### src/rtl/bsa_pkg.sv
package bsa_pkg;
    typedef enum logic [2:0] {
        ACC_NONE  = 3'd0,
        ACC_PROG  = 3'd1,
        ACC_IORD  = 3'd2,
        ACC_MEMRD = 3'd3,
        ACC_WR    = 3'd4
    } acc_kind_t;

    typedef enum logic {
        ST_IDLE = 1'b0,
        ST_HOLD = 1'b1
    } seq_state_t;
endpackage

### src/rtl/bsa_sync.sv
module bsa_sync #(
    parameter int W = 1
) (
    input  logic         clk,
    input  logic [W-1:0] d,
    output logic [W-1:0] q
);
    logic [W-1:0] meta;

    always_ff @(posedge clk) begin
        meta <= d;
        q    <= meta;
    end
endmodule

### src/rtl/bsa_addr_capture.sv
module bsa_addr_capture #(
    parameter int AW = 8
) (
    input  logic          clk,
    input  logic          rst,
    input  logic          ale_s,
    input  logic          cfg_ale_high,
    input  logic [AW-1:0] bus_s,
    output logic [AW-1:0] addr_q
);
    logic ale_act;

    assign ale_act = cfg_ale_high ? ale_s : ~ale_s;

    always_ff @(posedge clk) begin
        if (rst)          addr_q <= '0;
        else if (ale_act) addr_q <= bus_s;
    end

    // outside the active level the address holds
    assert_addr_hold_R4: assert property (@(posedge clk) disable iff (rst)
        !ale_act |=> $stable(addr_q));

    // inside the active level the address tracks the bus
    assert_addr_follow_R5: assert property (@(posedge clk) disable iff (rst)
        ale_act |=> addr_q == $past(bus_s));
endmodule

### src/rtl/bsa_access_fsm.sv
module bsa_access_fsm
    import bsa_pkg::*;
(
    input  logic clk,
    input  logic rst,
    input  logic wr_dir_s,
    input  logic rd_en_s,
    input  logic pse_n_s,
    input  logic cfg_dir_mode,
    input  logic cfg_split_space,
    output logic prog_rd_stb,
    output logic io_rd_stb,
    output logic io_wr_stb,
    output logic mem_rd_stb
);
    seq_state_t state, nxt;
    acc_kind_t  kind;
    logic       rd_cond, wr_cond, prog_cond;

    always_comb begin
        rd_cond   = cfg_dir_mode ? (rd_en_s & wr_dir_s)  : ~rd_en_s;
        wr_cond   = cfg_dir_mode ? (rd_en_s & ~wr_dir_s) : ~wr_dir_s;
        prog_cond = cfg_split_space & ~pse_n_s;
        if (prog_cond)    kind = ACC_PROG;
        else if (rd_cond) kind = cfg_split_space ? ACC_IORD : ACC_MEMRD;
        else if (wr_cond) kind = ACC_WR;
        else              kind = ACC_NONE;
    end

    always_comb begin
        nxt = state;
        unique case (state)
            ST_IDLE: if (kind != ACC_NONE) nxt = ST_HOLD;
            ST_HOLD: if (kind == ACC_NONE) nxt = ST_IDLE;
        endcase
    end

    always_ff @(posedge clk) begin
        if (rst) state <= ST_IDLE;
        else     state <= nxt;
    end

    always_ff @(posedge clk) begin
        if (rst) begin
            prog_rd_stb <= 1'b0;
            io_rd_stb   <= 1'b0;
            io_wr_stb   <= 1'b0;
            mem_rd_stb  <= 1'b0;
        end else begin
            prog_rd_stb <= 1'b0;
            io_rd_stb   <= 1'b0;
            io_wr_stb   <= 1'b0;
            mem_rd_stb  <= 1'b0;
            if (state == ST_IDLE) begin
                unique case (kind)
                    ACC_PROG:  prog_rd_stb <= 1'b1;
                    ACC_IORD:  io_rd_stb   <= 1'b1;
                    ACC_MEMRD: mem_rd_stb  <= 1'b1;
                    ACC_WR:    io_wr_stb   <= 1'b1;
                    ACC_NONE:  ;
                endcase
            end
        end
    end

    logic any_stb;
    assign any_stb = prog_rd_stb | io_rd_stb | io_wr_stb | mem_rd_stb;

    assert_strobe_exclusive_R8: assert property (@(posedge clk) disable iff (rst)
        $onehot0({prog_rd_stb, io_rd_stb, io_wr_stb, mem_rd_stb}));

    assert_no_write_in_prog_R8: assert property (@(posedge clk) disable iff (rst)
        (cfg_split_space && !pse_n_s) |=> !io_wr_stb);

    assert_single_pulse_R9: assert property (@(posedge clk) disable iff (rst)
        any_stb |=> !any_stb);

    assert_hold_no_restrobe_R9: assert property (@(posedge clk) disable iff (rst)
        (state == ST_HOLD) |=> !any_stb);

    assert_no_memrd_split_R6: assert property (@(posedge clk) disable iff (rst)
        cfg_split_space |=> !mem_rd_stb);

    assert_no_prog_combined_R7: assert property (@(posedge clk) disable iff (rst)
        !cfg_split_space |=> !(prog_rd_stb || io_rd_stb));
endmodule

### src/rtl/bus_strobe_adapter.sv
module bus_strobe_adapter #(
    parameter int AW = 8
) (
    input  logic          clk,
    input  logic          rst,
    input  logic          pin_wr_dir,
    input  logic          pin_rd_en,
    input  logic          pin_ale,
    input  logic          pin_pse_n,
    input  logic [AW-1:0] bus_ad,
    input  logic          cfg_dir_mode,
    input  logic          cfg_ale_high,
    input  logic          cfg_split_space,
    output logic [AW-1:0] addr_q,
    output logic          prog_rd_stb,
    output logic          io_rd_stb,
    output logic          io_wr_stb,
    output logic          mem_rd_stb
);
    localparam int SW = AW + 4;

    logic [SW-1:0] raw_v, sync_v;
    logic [AW-1:0] bus_s;
    logic          wr_dir_s, rd_en_s, ale_s, pse_n_s;

    assign raw_v = {bus_ad, pin_wr_dir, pin_rd_en, pin_ale, pin_pse_n};
    assign {bus_s, wr_dir_s, rd_en_s, ale_s, pse_n_s} = sync_v;

    bsa_sync #(.W(SW)) u_sync (
        .clk (clk),
        .d   (raw_v),
        .q   (sync_v)
    );

    bsa_addr_capture #(.AW(AW)) u_addr (
        .clk          (clk),
        .rst          (rst),
        .ale_s        (ale_s),
        .cfg_ale_high (cfg_ale_high),
        .bus_s        (bus_s),
        .addr_q       (addr_q)
    );

    bsa_access_fsm u_fsm (
        .clk             (clk),
        .rst             (rst),
        .wr_dir_s        (wr_dir_s),
        .rd_en_s         (rd_en_s),
        .pse_n_s         (pse_n_s),
        .cfg_dir_mode    (cfg_dir_mode),
        .cfg_split_space (cfg_split_space),
        .prog_rd_stb     (prog_rd_stb),
        .io_rd_stb       (io_rd_stb),
        .io_wr_stb       (io_wr_stb),
        .mem_rd_stb      (mem_rd_stb)
    );
endmodule

### config.mk
export PLATFORM = sky130hd
export DESIGN_NAME = bus_strobe_adapter
export DESIGN_NICKNAME = d
export VERILOG_FILES = /design/src/rtl/bsa_pkg.sv /design/src/rtl/bsa_sync.sv /design/src/rtl/bsa_addr_capture.sv /design/src/rtl/bsa_access_fsm.sv /design/src/rtl/bus_strobe_adapter.sv
export SDC_FILE = /design/constraint.sdc
export NUM_CORES = 1
export LEC_CHECK = 0
export ABC_AREA = 1
export BUFFER_PORTS_ARGS = -buffer_cell sky130_fd_sc_hd__buf_2
export CORE_ASPECT_RATIO = 2
export CORE_UTILIZATION = 30
export CTS_CLUSTER_DIAMETER = 120
export CTS_CLUSTER_SIZE = 12
export DETAILED_ROUTE_END_ITERATION = 12
export SLEW_MARGIN = 0
export SYNTH_ARGS = -nofsm -noshare
export SYNTH_HDL_FRONTEND = slang
export SYNTH_HIERARCHICAL = 1
export SYNTH_SLANG_ARGS = --single-unit
### constraint.sdc
create_clock -name clk -period 2.9 [get_ports clk]
set_clock_uncertainty 0.2 [all_clocks]
set_input_delay 0.145 -clock clk [delete_from_list [all_inputs] [get_ports clk]]
set_output_delay 0.145 -clock clk [all_outputs]
set_load 0.01 [all_outputs]
* Word-level counts from Yosys, hierarchy flattened
Index checks and enable logic that the tools add are counted.
** Storage, ports and cells
- Register bits :: 37
- Output and inout bits :: 12
- Logic and storage cells :: 37
** Operators by class
- Eq/ne operators :: 4
- Muxes and demuxes :: 14
- Bitwise gates (word level) :: 8
- Reduce and logical (&&, ||, !) cells :: 3
** Operators by type and width (number)
- 1-bit two-way mux :: 10
- 3-bit two-way mux :: 3
- 3-bit by 2-bit equality test with 1-bit output, second input constant :: 2
- 1-bit NOT :: 5
- 1-bit bitwise AND :: 3
- 3-bit by 1-bit equality test with 1-bit output, second input constant :: 1
- 3-bit equality test, second input constant :: 1
- 3-bit zero test :: 1
- 3-bit nonzero test :: 1
- 1-bit case mux with 2 select lines :: 1
- 2-bit OR reduction :: 1

* Longest topological paths before layout
- Word-level depth :: 9
- Gate-level depth with buffers :: 5
- Gate-level depth less buffers :: 5

* Cells and area by module
The synthesis kept the hierarchy.
** Modules (own cells, without submodules)
- bsa_sync :: times used 1, cells an instance 24, area an instance 480.5 µm²
- bsa_addr_capture :: times used 1, cells an instance 56, area an instance 352.8 µm²
- bsa_access_fsm :: times used 1, cells an instance 27, area an instance 190.2 µm²

* Least setup slack after synthesis
Ideal clock, no wire load.
- Path type :: flip-flop to flip-flop
- Start :: register u_sync.q[1]
- End :: register u_addr.addr_q[0]
- Library setup time :: 0.113 ns
- Data arrival time :: 0.700 ns
- Data required time :: 2.587 ns
- Path slack :: 1.887 ns
- Stages on the path, launching flop included :: 6
- Buffers on the path :: 0
- Clock period less this slack :: 1.013 ns
- Path through :: dfxtp_1 inv_1 nand2_1 nand3_1 nand2_1 nor2_1
** Between the ends
- Cells in the longest elaborated chain, start to end :: 2
** RTL lines
- start, declared :: RTL line bsa_sync.sv:6 : output logic [W-1:0] q
- start signal, assigned :: RTL line bsa_sync.sv:12 : q <= meta;
- 1-bit NOT :: RTL line bsa_addr_capture.sv:13 : assign ale_act = cfg_ale_high ? ale_s : ~ale_s;
- 1-bit two-way mux * :: RTL line bsa_addr_capture.sv:13
- end signal, assigned :: RTL line bsa_addr_capture.sv:17 : else if (ale_act) addr_q <= bus_s;
- end, declared :: RTL line bsa_addr_capture.sv:9 : output logic [AW-1:0] addr_q
Every way passes the cells marked *; elsewhere a longest branch is shown, timed or not.
A chain may end at the register's enable or synchronous reset.

* Final worst setup path
- Start :: input rst
- End :: register u_fsm.mem_rd_stb
** Between the ends
- Cells in the longest elaborated chain, start to end :: 1
** RTL lines
- start, declared :: RTL line bus_strobe_adapter.sv:5 : input logic rst,
- 2-bit OR reduction (no source line)
- end signal, assigned :: RTL line bsa_access_fsm.sv:48 : mem_rd_stb <= 1'b0;
- end signal, assigned :: RTL line bsa_access_fsm.sv:53 : mem_rd_stb <= 1'b0;
- end signal, assigned :: RTL line bsa_access_fsm.sv:58 : ACC_MEMRD: mem_rd_stb <= 1'b1;
- end, declared :: RTL line bsa_access_fsm.sv:14 : output logic mem_rd_stb
No other way between the ends.

==> results.cfg <==
[setup_path]
slowest_delay_ps = 550
setup.worst_path.class = in -> reg
worstPathMaxFanout = 4
path_cells = dlygate4sd3_1 -> buf_2 -> nor2_1 -> nand3_1 -> nor2_1 -> dlygate4sd3_1
critPathCaptureType = flop
arrival_ps = 1720
cp_slowest_cell = dlygate4sd3_1
critPathLaunchType = input port
required_ps = 2920

[routing]
drtIter0Drc = 25
via_per_inst = 4.178
ant_nets = 0
drcViolationCount = 0
vias = 798
wirelength_um = 1734
wire_per_inst_um = 9.079
drt_first_pass_iters = 3

[global_route]
first_global_vias = 830
grt_usage_pct = 11.28
antenna_found_initial = 0
grt_remaining_overflow = 0
grt_pass1_wl_um = 3091
grt_max_degree = 12

[clock_tree]
clk_path_buf_depth = 2
cts.clk_slew.worst_paths_ps = 70
post-cts-setup-buffer-count = 0
htreeDepth = 2
cts_resized = 0
clock-sinks = 37
clk_latency_ps = 280
cts_hold_buf = 17
cts_tree = done
cts-buffers-inserted = 5
cts-root-buf = clkbuf_8

[timing]
hold_violations = 0
slew_violations = 0
period_needed_ps = 1701
setup_violations = 0
fmax_ghz = 0.5879
rsz0062_at_grt = no
min_period_over_period_pct = 58.65
setup_tns_ps = 0
slew_headroom_pct = 82.89
worstMarginPinSlew_ps = 256.0

[synth]
syn_nets = 124
syn_inst = 107
synth.distinct_cells = 8
ys_ff_latch = 37
synth_area_um2 = 1023
ys_warn_count = 6
syn_avg_cell_area_um2 = 9.565
yosysSeqAreaShare_pct = 72.37

[finish]
nets = 176
fill_cells = 312
drive_above_1_share_pct = 23.13
syn_to_final_growth_pct = 45.48
antenna_cells = 0

[worst_hold_path]
hold_path_class = reg -> reg

[job]
maxCapViolations = 0

[power]
ir_drop_mv = 0.4908
power_density_nw_per_um2 = 716.2
p_leak_nw = 0.7590
power.total_mw = 1.066

[place]
gp_congestion = 0.6180
io_buffers = 28
dpl.hpwl_um = 1187

[status]
status = complete, no violations

[floorplan]
die_y_um = 84.60
die_w_um = 43.30
boundaryPins = 29
core_area_um2 = 3193
die-area_um2 = 3663
num_rows = 29
start_util_pct = 32.05
-- where the power goes --
part           leakage (nW)  total [mW]  internal (mW)  switching (mW)
sequential            0.310       0.547          0.538         0.00960
clock                0.0585       0.435          0.280           0.155
combinational         0.391      0.0843         0.0436          0.0407
-- cell type report --
type	instances	area [um^2]	share of cell area, %
clock buffer	7	86.33	5.798
clock inverter	1	30.03	2.017
inverter	16	60.06	4.034
multi-input combinational	54	222.7	14.96
sequential	37	740.7	49.75
tap	31	38.79	2.605
timing repair buffer	45	310.3	20.84
-- placed cells by master, fill, tap and decap left out, drive strengths merged --
| cell | synthesis | final |
|---|---|---|
| a21oi | 1 | 1 |
| buf | 0 | 28 |
| nand3 | 9 | 9 |
| nor3 | 1 | 1 |
| nand2 | 23 | 23 |
| dfxtp | 37 | 37 |
| dlygate4sd3 | 0 | 17 |
| inv | 16 | 16 |
| clkbuf | 0 | 7 |
| bufinv | 0 | 1 |
| nor2 | 20 | 20 |
-- synthesized netlist by cell type, drive strengths merged --
cell	count	area, um^2
dfxtp	37	740.7
nor3	1	5.000
nand2	23	88.84
nor2	20	75.07
inv	16	60.06
nand3	9	45.04
a21oi	1	8.760
-- worst max-delay path, delay by kind of cell --
kind | cells | cell delay, ps
simple gates | 3 | 330
buf+inv | 3 | 1260
-- state kept, by name, summed over array words and instances, names as in the netlist --
name / count
u_addr/addr_q: 8
u_fsm/io_rd_stb: 1
u_fsm/io_wr_stb: 1
u_fsm/mem_rd_stb: 1
u_fsm/prog_rd_stb: 1
u_fsm/state: 1
u_sync/meta: 12
u_sync/q: 12
-- per-layer routing --
metal / share of wire (%) / up-vias / track usage, %
met3: 5.9 / 6 / 4.516
met5: 0 / - / 0
met4: 4.2 / 0 / 8.540
met1: 34 / 353 / 9.079
li1: - / 420 / -
met2: 56 / 19 / 20.08
-- cells by family after synthesis --
family                 after synthesis  share of synthesized area [%]
AO/OA/AOI/OAI                        1                         0.8559
flip-flops                          37                          72.37
AND/OR/NAND/NOR                     53                          20.90
buffers and inverters               16                          5.868
-- stage by stage --
step                      instances  worst slack (ps)  hold WS (ps)  cell area (um^2)  utilization, %
final                           191              1199         119.6              1489           46.63
after global routing            191              1098         129.6              1489           46.63
after CTS                       191              1253         123.3              1489           46.63
after detailed placement        166              1771         48.58              1202           37.66
after global placement          166              1817         47.34              1202           37.66
after floorplan                 107              1887        -27.28              1023               -
-- worst paths after layout --
kind	start	end	slack, ps	cells past startpoint
max	rst	u_fsm/mem_rd_stb	1200	6
min	u_sync/meta[9]	u_sync/q[9]	120	0
max reg2reg	u_sync/q[0]	u_fsm/state	1420	6
min reg2reg	u_sync/meta[9]	u_sync/q[9]	120	0
Note: power is estimated with default switching activity, not from simulation.
